--- config.mk ---
export PLATFORM = sky130hd
export DESIGN_NAME = rst_wake_seq
export DESIGN_NICKNAME = d
export VERILOG_FILES = /design/src/rtl/rws_pkg.sv /design/src/rtl/rws_ext_filter.sv /design/src/rtl/rws_clk_check.sv /design/src/rtl/rws_wake_decode.sv /design/src/rtl/rst_wake_seq.sv
export SDC_FILE = /design/constraint.sdc
export NUM_CORES = 1
export LEC_CHECK = 0
export CAP_MARGIN = 5
export CORE_MARGIN = 2
export CORE_UTILIZATION = 25
export CTS_BUF_LIST = sky130_fd_sc_hd__clkbuf_4 sky130_fd_sc_hd__clkbuf_8
export DETAILED_ROUTE_END_ITERATION = 8
export PLACE_DENSITY = 0.48
export SETUP_SLACK_MARGIN = 0.02
export SLEW_MARGIN = 20
export SYNTH_ARGS = -nofsm -noshare
export SYNTH_HDL_FRONTEND = slang
export SYNTH_SLANG_ARGS = --single-unit
--- constraint.sdc ---
create_clock -name clk -period 5.3 [get_ports clk]
set_input_delay 1.06 -clock clk [delete_from_list [all_inputs] [get_ports clk]]
set_output_delay 1.06 -clock clk [all_outputs]
set_load 0.01 [all_outputs]
--- src/rtl/rws_pkg.sv ---
package rws_pkg;
  localparam int NUM_ST = 7;

  typedef enum logic [2:0] {
    ST_RUN   = 3'd0,
    ST_CQ    = 3'd1,
    ST_SU    = 3'd2,
    ST_VREG  = 3'd3,
    ST_STOP  = 3'd4,
    ST_PSTOP = 3'd5,
    ST_DOZE  = 3'd6
  } seq_st_e;

  localparam logic [1:0] LP_STOP  = 2'd1;
  localparam logic [1:0] LP_PSTOP = 2'd2;
  localparam logic [1:0] LP_DOZE  = 2'd3;
endpackage

--- src/rtl/rws_ext_filter.sv ---
module rws_ext_filter #(
  parameter int EXT_MIN = 2
) (
  input  logic clk,
  input  logic rst_n,
  input  logic req,
  output logic qual
);
  localparam int CW = $clog2(EXT_MIN + 1);
  localparam logic [CW-1:0] LAST = CW'(EXT_MIN - 1);

  logic [CW-1:0] cnt_q, cnt_d;

  always_comb begin
    cnt_d = cnt_q;
    if (!req)              cnt_d = '0;
    else if (cnt_q != LAST) cnt_d = cnt_q + 1'b1;
  end

  always_ff @(posedge clk or negedge rst_n) begin
    if (!rst_n) cnt_q <= '0;
    else        cnt_q <= cnt_d;
  end

  assign qual = req && (cnt_q == LAST);

  // a qualification needs the request seen in the previous cycle too
  p_ext_min_width_r3: assert property (@(posedge clk) disable iff (!rst_n)
    qual |-> $past(req));
endmodule

--- src/rtl/rws_clk_check.sv ---
module rws_clk_check #(
  parameter int EDGE_W  = 8,
  parameter int TMO_W   = 16,
  parameter int GAP_MAX = 8
) (
  input  logic              clk,
  input  logic              rst_n,
  input  logic              clr,
  input  logic              osc_tick,
  input  logic [EDGE_W-1:0] cfg_edges,
  input  logic [TMO_W-1:0]  cfg_tmo,
  output logic              pass,
  output logic              fail
);
  localparam int GW = $clog2(GAP_MAX + 1);
  localparam logic [GW-1:0] GAP_LAST = GW'(GAP_MAX - 1);

  logic [EDGE_W-1:0] edge_q, edge_d;
  logic [TMO_W-1:0]  tmo_q, tmo_d;
  logic [GW-1:0]     gap_q, gap_d;

  always_comb begin
    edge_d = edge_q;
    tmo_d  = tmo_q + 1'b1;
    gap_d  = gap_q;
    if (osc_tick) begin
      edge_d = edge_q + 1'b1;
      gap_d  = '0;
    end else begin
      if (gap_q == GAP_LAST) edge_d = '0;
      if (gap_q != GW'(GAP_MAX)) gap_d = gap_q + 1'b1;
    end
    if (clr) begin
      edge_d = '0;
      tmo_d  = '0;
      gap_d  = '0;
    end
  end

  always_ff @(posedge clk or negedge rst_n) begin
    if (!rst_n) begin
      edge_q <= '0;
      tmo_q  <= '0;
      gap_q  <= '0;
    end else begin
      edge_q <= edge_d;
      tmo_q  <= tmo_d;
      gap_q  <= gap_d;
    end
  end

  assign pass = !clr && osc_tick && (edge_q == cfg_edges - 1'b1);
  assign fail = !clr && !pass && (tmo_q == cfg_tmo - 1'b1);

  // timeout and pass are exclusive outcomes
  p_pass_fail_excl_r2: assert property (@(posedge clk) disable iff (!rst_n)
    !(pass && fail));
  // a pass only ever happens on a tick
  p_pass_on_tick_r10: assert property (@(posedge clk) disable iff (!rst_n)
    pass |-> osc_tick);
endmodule

--- src/rtl/rws_wake_decode.sv ---
module rws_wake_decode
  import rws_pkg::*;
(
  input  seq_st_e st,
  input  logic    irq_ext,
  input  logic    irq_int,
  input  logic    wake_tmr,
  output logic    wake
);
  always_comb begin
    unique case (st)
      ST_STOP:  wake = irq_ext | wake_tmr;
      ST_PSTOP: wake = irq_ext | wake_tmr | irq_int;
      ST_DOZE:  wake = irq_ext | irq_int;
      default:  wake = 1'b0;
    endcase
  end
endmodule

--- src/rtl/rst_wake_seq.sv ---
module rst_wake_seq
  import rws_pkg::*;
#(
  parameter int EDGE_W      = 8,
  parameter int TMO_W       = 16,
  parameter int GAP_MAX     = 8,
  parameter int EXT_MIN     = 2,
  parameter int STARTUP_CYC = 194
) (
  input  logic              clk,
  input  logic              rst_n,
  input  logic              por_pulse,
  input  logic              lvr_pulse,
  input  logic              ext_rst_req,
  input  logic              osc_tick,
  input  logic              vreg_fpm,
  input  logic              lp_req,
  input  logic [1:0]        lp_sel,
  input  logic              irq_ext,
  input  logic              irq_int,
  input  logic              wake_tmr,
  input  logic              por_clr,
  input  logic [EDGE_W-1:0] cfg_edges,
  input  logic [TMO_W-1:0]  cfg_tmo,
  output logic              rst_int,
  output logic              clk_en,
  output logic              clk_sel_self,
  output logic              por_flag,
  output logic [NUM_ST-1:0] state_oh,
  output logic              seq_done
);
  localparam int SU_W = $clog2(STARTUP_CYC);
  localparam logic [SU_W-1:0] SU_LAST = SU_W'(STARTUP_CYC - 1);

  seq_st_e         st_q, st_d;
  logic            in_rst_q, in_rst_d;
  logic            osc_ok_q, osc_ok_d;
  logic            sel_q, sel_d;
  logic            por_q, por_d;
  logic            wstop_q, wstop_d;
  logic            done_q, done_d;
  logic [SU_W-1:0] su_q, su_d;

  logic ext_qual, cq_pass, cq_fail, wake, cause_pl, cause_any, cq_clr;

  rws_ext_filter #(.EXT_MIN(EXT_MIN)) u_ext (
    .clk(clk), .rst_n(rst_n), .req(ext_rst_req), .qual(ext_qual)
  );

  assign cause_pl  = por_pulse | lvr_pulse;
  assign cause_any = cause_pl | ext_qual;
  assign cq_clr    = (st_q != ST_CQ) || cause_any;

  rws_clk_check #(.EDGE_W(EDGE_W), .TMO_W(TMO_W), .GAP_MAX(GAP_MAX)) u_cq (
    .clk(clk), .rst_n(rst_n), .clr(cq_clr), .osc_tick(osc_tick),
    .cfg_edges(cfg_edges), .cfg_tmo(cfg_tmo), .pass(cq_pass), .fail(cq_fail)
  );

  rws_wake_decode u_wake (
    .st(st_q), .irq_ext(irq_ext), .irq_int(irq_int), .wake_tmr(wake_tmr),
    .wake(wake)
  );

  // next-state process
  always_comb begin
    st_d     = st_q;
    in_rst_d = in_rst_q;
    osc_ok_d = osc_ok_q;
    sel_d    = sel_q;
    por_d    = por_q;
    wstop_d  = wstop_q;
    if (por_clr)   por_d = 1'b0;
    if (por_pulse) por_d = 1'b1;
    if (cause_pl) begin
      st_d     = ST_CQ;
      in_rst_d = 1'b1;
      osc_ok_d = 1'b0;
    end else if (ext_qual) begin
      in_rst_d = 1'b1;
      st_d     = osc_ok_q ? ST_SU : ST_CQ;
    end else begin
      unique case (st_q)
        ST_RUN: begin
          if (lp_req) begin
            unique case (lp_sel)
              LP_STOP:  begin st_d = ST_STOP; osc_ok_d = 1'b0; end
              LP_PSTOP: st_d = ST_PSTOP;
              LP_DOZE:  st_d = ST_DOZE;
              default:  st_d = ST_RUN;
            endcase
          end
        end
        ST_CQ: begin
          if (cq_pass || cq_fail) begin
            osc_ok_d = cq_pass;
            sel_d    = cq_fail;
            st_d     = in_rst_q ? ST_SU : ST_RUN;
          end
        end
        ST_SU: begin
          if (su_q == SU_LAST) begin
            st_d     = ST_RUN;
            in_rst_d = 1'b0;
          end
        end
        ST_VREG: if (vreg_fpm) st_d = wstop_q ? ST_CQ : ST_RUN;
        ST_STOP: if (wake) begin st_d = ST_VREG; wstop_d = 1'b1; end
        ST_PSTOP: if (wake) begin st_d = ST_VREG; wstop_d = 1'b0; end
        ST_DOZE: if (wake) st_d = ST_RUN;
        default: st_d = ST_RUN;
      endcase
    end
    su_d   = (st_q == ST_SU && !cause_any) ? su_q + 1'b1 : '0;
    done_d = (st_q != ST_RUN) && (st_d == ST_RUN);
  end

  // register process
  always_ff @(posedge clk or negedge rst_n) begin
    if (!rst_n) begin
      st_q     <= ST_CQ;
      in_rst_q <= 1'b1;
      osc_ok_q <= 1'b0;
      sel_q    <= 1'b0;
      por_q    <= 1'b1;
      wstop_q  <= 1'b0;
      done_q   <= 1'b0;
      su_q     <= '0;
    end else begin
      st_q     <= st_d;
      in_rst_q <= in_rst_d;
      osc_ok_q <= osc_ok_d;
      sel_q    <= sel_d;
      por_q    <= por_d;
      wstop_q  <= wstop_d;
      done_q   <= done_d;
      su_q     <= su_d;
    end
  end

  for (genvar g = 0; g < NUM_ST; g++) begin : g_oh
    assign state_oh[g] = (st_q == seq_st_e'(g));
  end

  assign rst_int      = in_rst_q;
  assign clk_en       = (st_q == ST_RUN) || (st_q == ST_SU);
  assign clk_sel_self = sel_q;
  assign por_flag     = por_q;
  assign seq_done     = done_q;

  // reset is only released from a completed startup count
  p_rst_release_r8: assert property (@(posedge clk) disable iff (!rst_n)
    $fell(in_rst_q) |-> ($past(st_q) == ST_SU) && ($past(su_q) == SU_LAST));
  // stable oscillator lets an external reset skip the check
  p_ext_skip_r4: assert property (@(posedge clk) disable iff (!rst_n)
    (ext_qual && !cause_pl && osc_ok_q) |=> (st_q == ST_SU));
  // doze wake resumes in one cycle
  p_doze_fast_r7: assert property (@(posedge clk) disable iff (!rst_n)
    (st_q == ST_DOZE && wake && !cause_any) |=> (st_q == ST_RUN));
  // pseudo-stop recovery never visits the clock check
  p_pstop_no_cq_r6: assert property (@(posedge clk) disable iff (!rst_n)
    (st_q == ST_VREG && !wstop_q && vreg_fpm && !cause_any) |=> (st_q == ST_RUN));
  // flag only moves on a power-on or clear request
  p_por_flag_r9: assert property (@(posedge clk) disable iff (!rst_n)
    (!por_pulse && !por_clr) |=> $stable(por_q));
  // a reset cause overrides a wake
  p_cause_wins_r12: assert property (@(posedge clk) disable iff (!rst_n)
    (cause_pl && wake) |=> (st_q == ST_CQ && in_rst_q));
endmodule

## Yosys cells after proc, flatten, opt, wreduce, memory -nomap -nowiden

Index checks and enable logic that the tools add are counted.

| cells by class | value |
|---|---|
| eq/ne operators | 24 |
| multiply operators | 0 |
| shift operators | 0 |
| reduce and logical (&&, ||, !) cells | 28 |
| magnitude comparators | 0 |
| divide/modulo/power cells | 0 |
| multiplexer cells | 39 |
| add/subtract/negate cells | 7 |
| bitwise operators | 7 |

Operators by type and width:

| cell | number |
|---|---|
| $mux 8 | 4 |
| $mux 3 | 8 |
| $pmux 3 s6 | 1 |
| $reduce_bool 3->1 | 6 |
| $add 16x1->16 const B | 1 |
| $add 8x1->8 const B | 2 |
| $eq 16x16->1 | 1 |
| $mux 16 | 1 |
| $sub 16x1->16 const B | 1 |
| $mux 1 | 14 |
| $mux 4 | 3 |
| $ne 2x1->1 const B | 5 |
| $reduce_and 5->1 | 2 |
| $eq 3x3->1 const B | 3 |
| $ne 3x1->1 const B | 3 |
| $pmux 3 s3 | 1 |
| $eq 8x8->1 | 1 |
| $eq 8x8->1 const B | 1 |
| $mux 2 | 4 |
| $sub 8x1->8 const B | 1 |
| $logic_and 1x1->1 | 7 |
| $eq 3x2->1 const B | 2 |
| $logic_not 3->1 | 2 |
| $or 1x1->1 | 5 |
| other kinds (17) | 26 |

| word-level totals | value |
|---|---|
| register bits after elaboration | 47 |
| logic and storage cells | 117 |
| bits in latches | 0 |
| memories | 0 |
| bits in read-only memories | 0 |
| RAM bits | 0 |

## Longest topological paths before layout

| logic depth | value |
|---|---|
| depth in word-level cells | 17 |
| gate-level depth with buffers | 10 |
| mapped depth without buffers | 10 |

## Hierarchy

From an unflattened synthesis, not the netlist that was laid out.

| unflattened totals | value |
|---|---|
| cell total of the unflattened synthesis | 386 |
| area total of the unflattened synthesis | 3326.9 µm² |

By module, submodules not included:

| module | instances | area an instance (µm²) | cells an instance |
|---|---|---|---|
| rws_clk_check | 1 | 2190.9 | 258 |
| rst_wake_seq | 1 | 999.7 | 114 |
| rws_ext_filter | 1 | 110.1 | 10 |
| rws_wake_decode | 1 | 26.3 | 4 |

## Worst setup path after synthesis

No wires, ideal clock.

| timing path | value |
|---|---|
| path type | input to register |
| from | input cfg_tmo[0] |
| to | register done_q (netlist: seq_done) |
| path slack | 2.053 ns |
| path buffers | 0 |
| stages on the path | 10 |
| arrival time | 3.167 ns |
| path through | inv_1 ha_1 or3b_4 nor4_4 nor4b_2 nor3_1 a2111oi_4 o2111ai_2 a41o_1 nor3b_2 |

| between the ends | value |
|---|---|
| cells in the longest elaborated chain, start to end | 10 |

Ends and longest elaborated chain:

| element | RTL line | RTL |
|---|---|---|
| from (decl) | rst_wake_seq.sv:24 | `input logic [TMO_W-1:0] cfg_tmo,` |
| $sub 16x1->16 | rws_clk_check.sv:53 | `assign fail = !clr && !pass && (tmo_q == cfg_tmo - 1'b1);` |
| $eq 16x16->1 | rws_clk_check.sv:53 |  |
| $logic_and 1x1->1 | rws_clk_check.sv:53 |  |
| $logic_or 1x1->1 | rst_wake_seq.sv:94 | `if (cq_pass \|\| cq_fail) begin` |
| $mux 3 | rst_wake_seq.sv:94 |  |
| $pmux 3 s6 | rst_wake_seq.sv:82 | `unique case (st_q)` |
| $mux 3 | rst_wake_seq.sv:78 | `end else if (ext_qual) begin` |
| $mux 3 | rst_wake_seq.sv:74 | `if (cause_pl) begin` |
| net st_d[0] | rst_wake_seq.sv:35 | `seq_st_e st_q, st_d;` |
| $logic_not 3->1 | rst_wake_seq.sv:114 | `done_d = (st_q != ST_RUN) && (st_d == ST_RUN);` |
| $logic_and 1x1->1 | rst_wake_seq.sv:114 |  |
| net done_d | rst_wake_seq.sv:41 | `logic done_q, done_d;` |
| to (signal assigned) | rst_wake_seq.sv:135 | `done_q <= done_d;` |
| to (decl) | rst_wake_seq.sv:41 |  |

The timed path passes the listed nets, and every way through them passes these cells.
A chain may end at the register's enable or synchronous reset.

## Worst setup path after layout

Ends and elaborated chain as after synthesis.

==> summary by stage <==
Status
The flow ran to the end, and the final reports show no timing, DRC or antenna violations.

Synth
The net count of the mapped netlist is 429. The cell area after technology mapping is 3309 µm². The most instantiated flip-flop cell in the synthesis netlist is sky130_fd_sc_hd__dfrtp_1. A synthesized cell averages 8.663 µm².

For this run, the register share of the synthesized area comes to 35.65%. Counting distinct cell types in the post-synthesis netlist gives 56. The synthesized flop and latch total is 47.

The number of enable-type register cells in the synthesized netlist is 0. Yosys printed 0 warnings. The fraction of synthesis flops using an asynchronous set or reset pin is 100.0%. In the synthesized netlist, the number of instances is 382.

GRT
The initial antenna violation count is 0. Entering global routing, the biggest net connects 48 pins. Global routing used 11.54% of the available tracks.

The number of global-route vias before repair is 2840. The first global-routing pass estimated 13580 µm of wire. The total grt overflow is 0.

Die
The I/O pin count is 50. Once the floorplan was initialized, standard cells occupied 25.29% of the core. The floorplan step defined a die boundary enclosing 14170 µm². The die extent in y is 119.1 µm.

Measured along the x axis, the die boundary spans 119.1 µm. The floorplan has 42 rows. The total area inside the core boundary comes to 13090 µm².

Worst setup path
The worst setup path is captured at a flop. The endpoint identified for the worst register-to-register timing path is seq_done. STA classifies the critical path startpoint as an input port. In this run the worst setup path begins at cfg_tmo[0]. Along the worst path, the maximum fanout reaches 6. At the worst endpoint, the required time is 5530 ps.

The critical path in this run is classified as input port to flop. The startpoint of the worst register-to-register path is u_ext.cnt_q[0]. The slack of the worst reg-to-reg path is 2090 ps.

For the worst setup path, the data arrival time is 4010 ps. The number of cells on the worst reg-to-reg path is 9.

Cells and area
From synthesis to final layout, the design area changed by 23.25%. The total number of nets in the final design is 475. Cells fill 31.17% of the core in the end. 0 antenna diodes ended up in the layout. The cell area after layout is 4079 µm². Leaving out filler cells and counting taps, the final layout contains 605. The fraction of layout cells with a size suffix above 1 is 7.925%.

The number of filler cells placed in the layout is 1349.

CTS
TritonCTS built the clock tree. The number of gates resized after cts is 0. The number of buffers added by the clock tree synthesis step is 5. The number of buffers added for setup after CTS is 0. For this design, the CTS-stage hold fixing added 0 buffers. In this run the clock root is driven by a sky130_fd_sc_hd__clkbuf_8. The clock drives 47 sinks.

The clock passes through at most 2 buffers. The clock transition time at the flip-flop clock pins of the worst setup and hold paths is 90 ps. The clock tree synthesis step divided the H-tree into 2 levels. The clock reaches the later pin of the worst-skew pair after 300 ps.

Route
The wire length after detailed routing is 7822 µm. In the routed design, unresolved DRC markers number 0. The residual antenna-violating net count after detailed routing is 0. The via count is 2793. The first-pass detailed-route iteration total is 4. The average wire per standard cell is 12.93 µm. In this run, the number of DRC markers left after iteration 0 of detailed routing was 101.

Dividing the detail-routed via count by the number of cells gives 4.617.

Timing
On the final layout, the worst clock skew is 10.27 ps. The peak clock frequency supported by timing is 264.7 MHz. The final critical path time including I/O delays and setup is 3777 ps. The period utilization is 71.27%.

Setup repair after global routing left no endpoint under its margin. In this run the tightest slew margin relative to its limit is 58.90%. The tightest hold margin is 497.2 ps. The total count of max-transition violations in the final report is 0. For the pin with the worst max-slew slack, the measured transition is 616.5 ps.

The count of final hold-check violations is 0. Setup total negative slack on the finished layout was measured at 0 ps. The number of endpoints failing setup at the final stage is 0.

Worst hold path
The worst hold path belongs to the class flop to flop. Along the worst hold path, the cell count comes to 2. The worst hold path begins at rst_int. The worst hold path terminates at rst_int.

Power and ir drop
Summed over all cells, the static leakage comes to 1.596 nW. Dividing total power by cell area gives a power density of 197.0 nW/µm². The peak ir drop on the vdd network is 0.08800 mV.

Placement
After legalization and detailed placement, the total HPWL measured 5982 µm. In this run, placement finished with an instance count of 597. The congestion estimate from routability-driven global placement came to 0.7840. Once placement finished, the instance area stood at 3985 µm². The number of buffer cells added on primary ports is 49.

Flow run
The tool flagged a number of max-cap violations equal to 0.
==> cell families after synthesis <==
logic type / after synthesis / synth area share [%]
AO/OA/AOI/OAI: 58 / 12.70
buffers and inverters: 33 / 3.743
adder cells (fa/ha/maj): 9 / 3.403
XOR/XNOR: 55 / 14.56
AND/OR/NAND/NOR: 176 / 28.70
flip-flops: 47 / 35.65
multiplexers: 4 / 1.248
==> metal layers <==
layer	global-route usage, %	part of all wire, %	vias up
li1	-	-	1436
met1	15.73	50	1302
met2	18.46	44	48
met3	2.874	4.8	7
met4	2.530	0.82	0
met5	0	0	-
==> power by group <==
group | leakage, nW | internal (mW) | switching, mW
registers | 0.638 | 0.373 | 0.0156
logic | 0.914 | 0.0885 | 0.101
clock network | 0.0443 | 0.0945 | 0.130
==> cell usage after synthesis (all sizes together), types with 3 or more instances <==
| master | count | share of area (%) |
|---|---|---|
| o21ai | 22 | 3.4 |
| ha | 9 | 3.4 |
| nor2 | 38 | 4.3 |
| dfstp | 3 | 2.4 |
| and2 | 3 | 0.57 |
| nand3 | 24 | 3.6 |
| a21oi | 9 | 1.4 |
| or4 | 4 | 1.0 |
| xor2 | 26 | 6.9 |
| o31ai | 3 | 0.68 |
| and3 | 12 | 2.3 |
| xnor2 | 29 | 7.7 |
| nor3b | 9 | 2.5 |
| dfrtp | 44 | 33 |
| inv | 21 | 2.4 |
| nor4 | 14 | 3.7 |
| o211ai | 3 | 0.68 |
| a21boi | 3 | 0.68 |
| nand4 | 5 | 0.95 |
| mux2i | 3 | 0.91 |
| clkbuf | 11 | 1.2 |
| nand2 | 41 | 4.7 |
| nor3 | 15 | 2.3 |
==> layout by cell type (no fill, tap or decap), drive strengths merged, types with 4 or more instances in the layout <==
cell type      count
nor3b              9
xnor2             29
nor3              15
dfrtp             44
o21ai             22
nor4              14
clkdlybuf4s50     48
nand4              5
a21oi              9
clkbuf             5
nor2              38
inv               21
ha                 9
nand2             41
or4                4
nand3             24
xor2              26
and3              12
==> final cells by class <==
cell class	instances	area [µm²]	share of cell area, %
clock inverter	3	25.02	0.6135
timing repair buffer	51	500.5	12.27
sequential	47	1180	28.93
clock buffer	5	68.82	1.687
inverter	21	78.83	1.933
multi-input combinational	302	2006	49.17
tap	176	220.2	5.399
==> critical path, stage by stage <==
cell and delay [ps]:
sky130_fd_sc_hd__clkdlybuf4s50_1 500, sky130_fd_sc_hd__inv_1 90, sky130_fd_sc_hd__ha_1 270, sky130_fd_sc_hd__or3b_4 460
sky130_fd_sc_hd__nor4_4 180, sky130_fd_sc_hd__nor4b_2 240, sky130_fd_sc_hd__nor3_1 120, sky130_fd_sc_hd__a2111oi_4 350
sky130_fd_sc_hd__o2111ai_2 240, sky130_fd_sc_hd__a41o_1 330, sky130_fd_sc_hd__nor3b_2 170
==> sequential cells by signal, summed over array words and instances, names as in the netlist <==
| register | cells |
|---|---|
| su_q | 8 |
| wstop_q | 1 |
| u_cq.tmo_q | 16 |
| osc_ok_q | 1 |
| rst_int | 1 |
| u_cq.edge_q | 8 |
| u_ext.cnt_q | 2 |
| por_flag | 1 |
| u_cq.gap_q | 4 |
| clk_sel_self | 1 |
| st_q | 3 |
| seq_done | 1 |
==> stage by stage <==
step	worst slack, ps	power, mW
after global routing	1293	0.8627
after CTS	1529	0.8208
after floorplan	2053	0.5027
final	1523	0.8034
after detailed placement	1181	0.5876
after global placement	1301	0.5856
==> how the worst max path moves through the flow <==
| stage | depth (start not counted) | endpoint | slack, ps |
|---|---|---|---|
| finish | 11 | seq_done | 1520 |
| global route | 11 | seq_done | 1290 |
| CTS | 9 | seq_done | 1530 |
| detailed placement | 9 | seq_done | 1180 |
| global placement | 11 | seq_done | 1300 |
| floorplan | 10 | seq_done | 2050 |
Note: power is estimated with default switching activity, not from simulation.
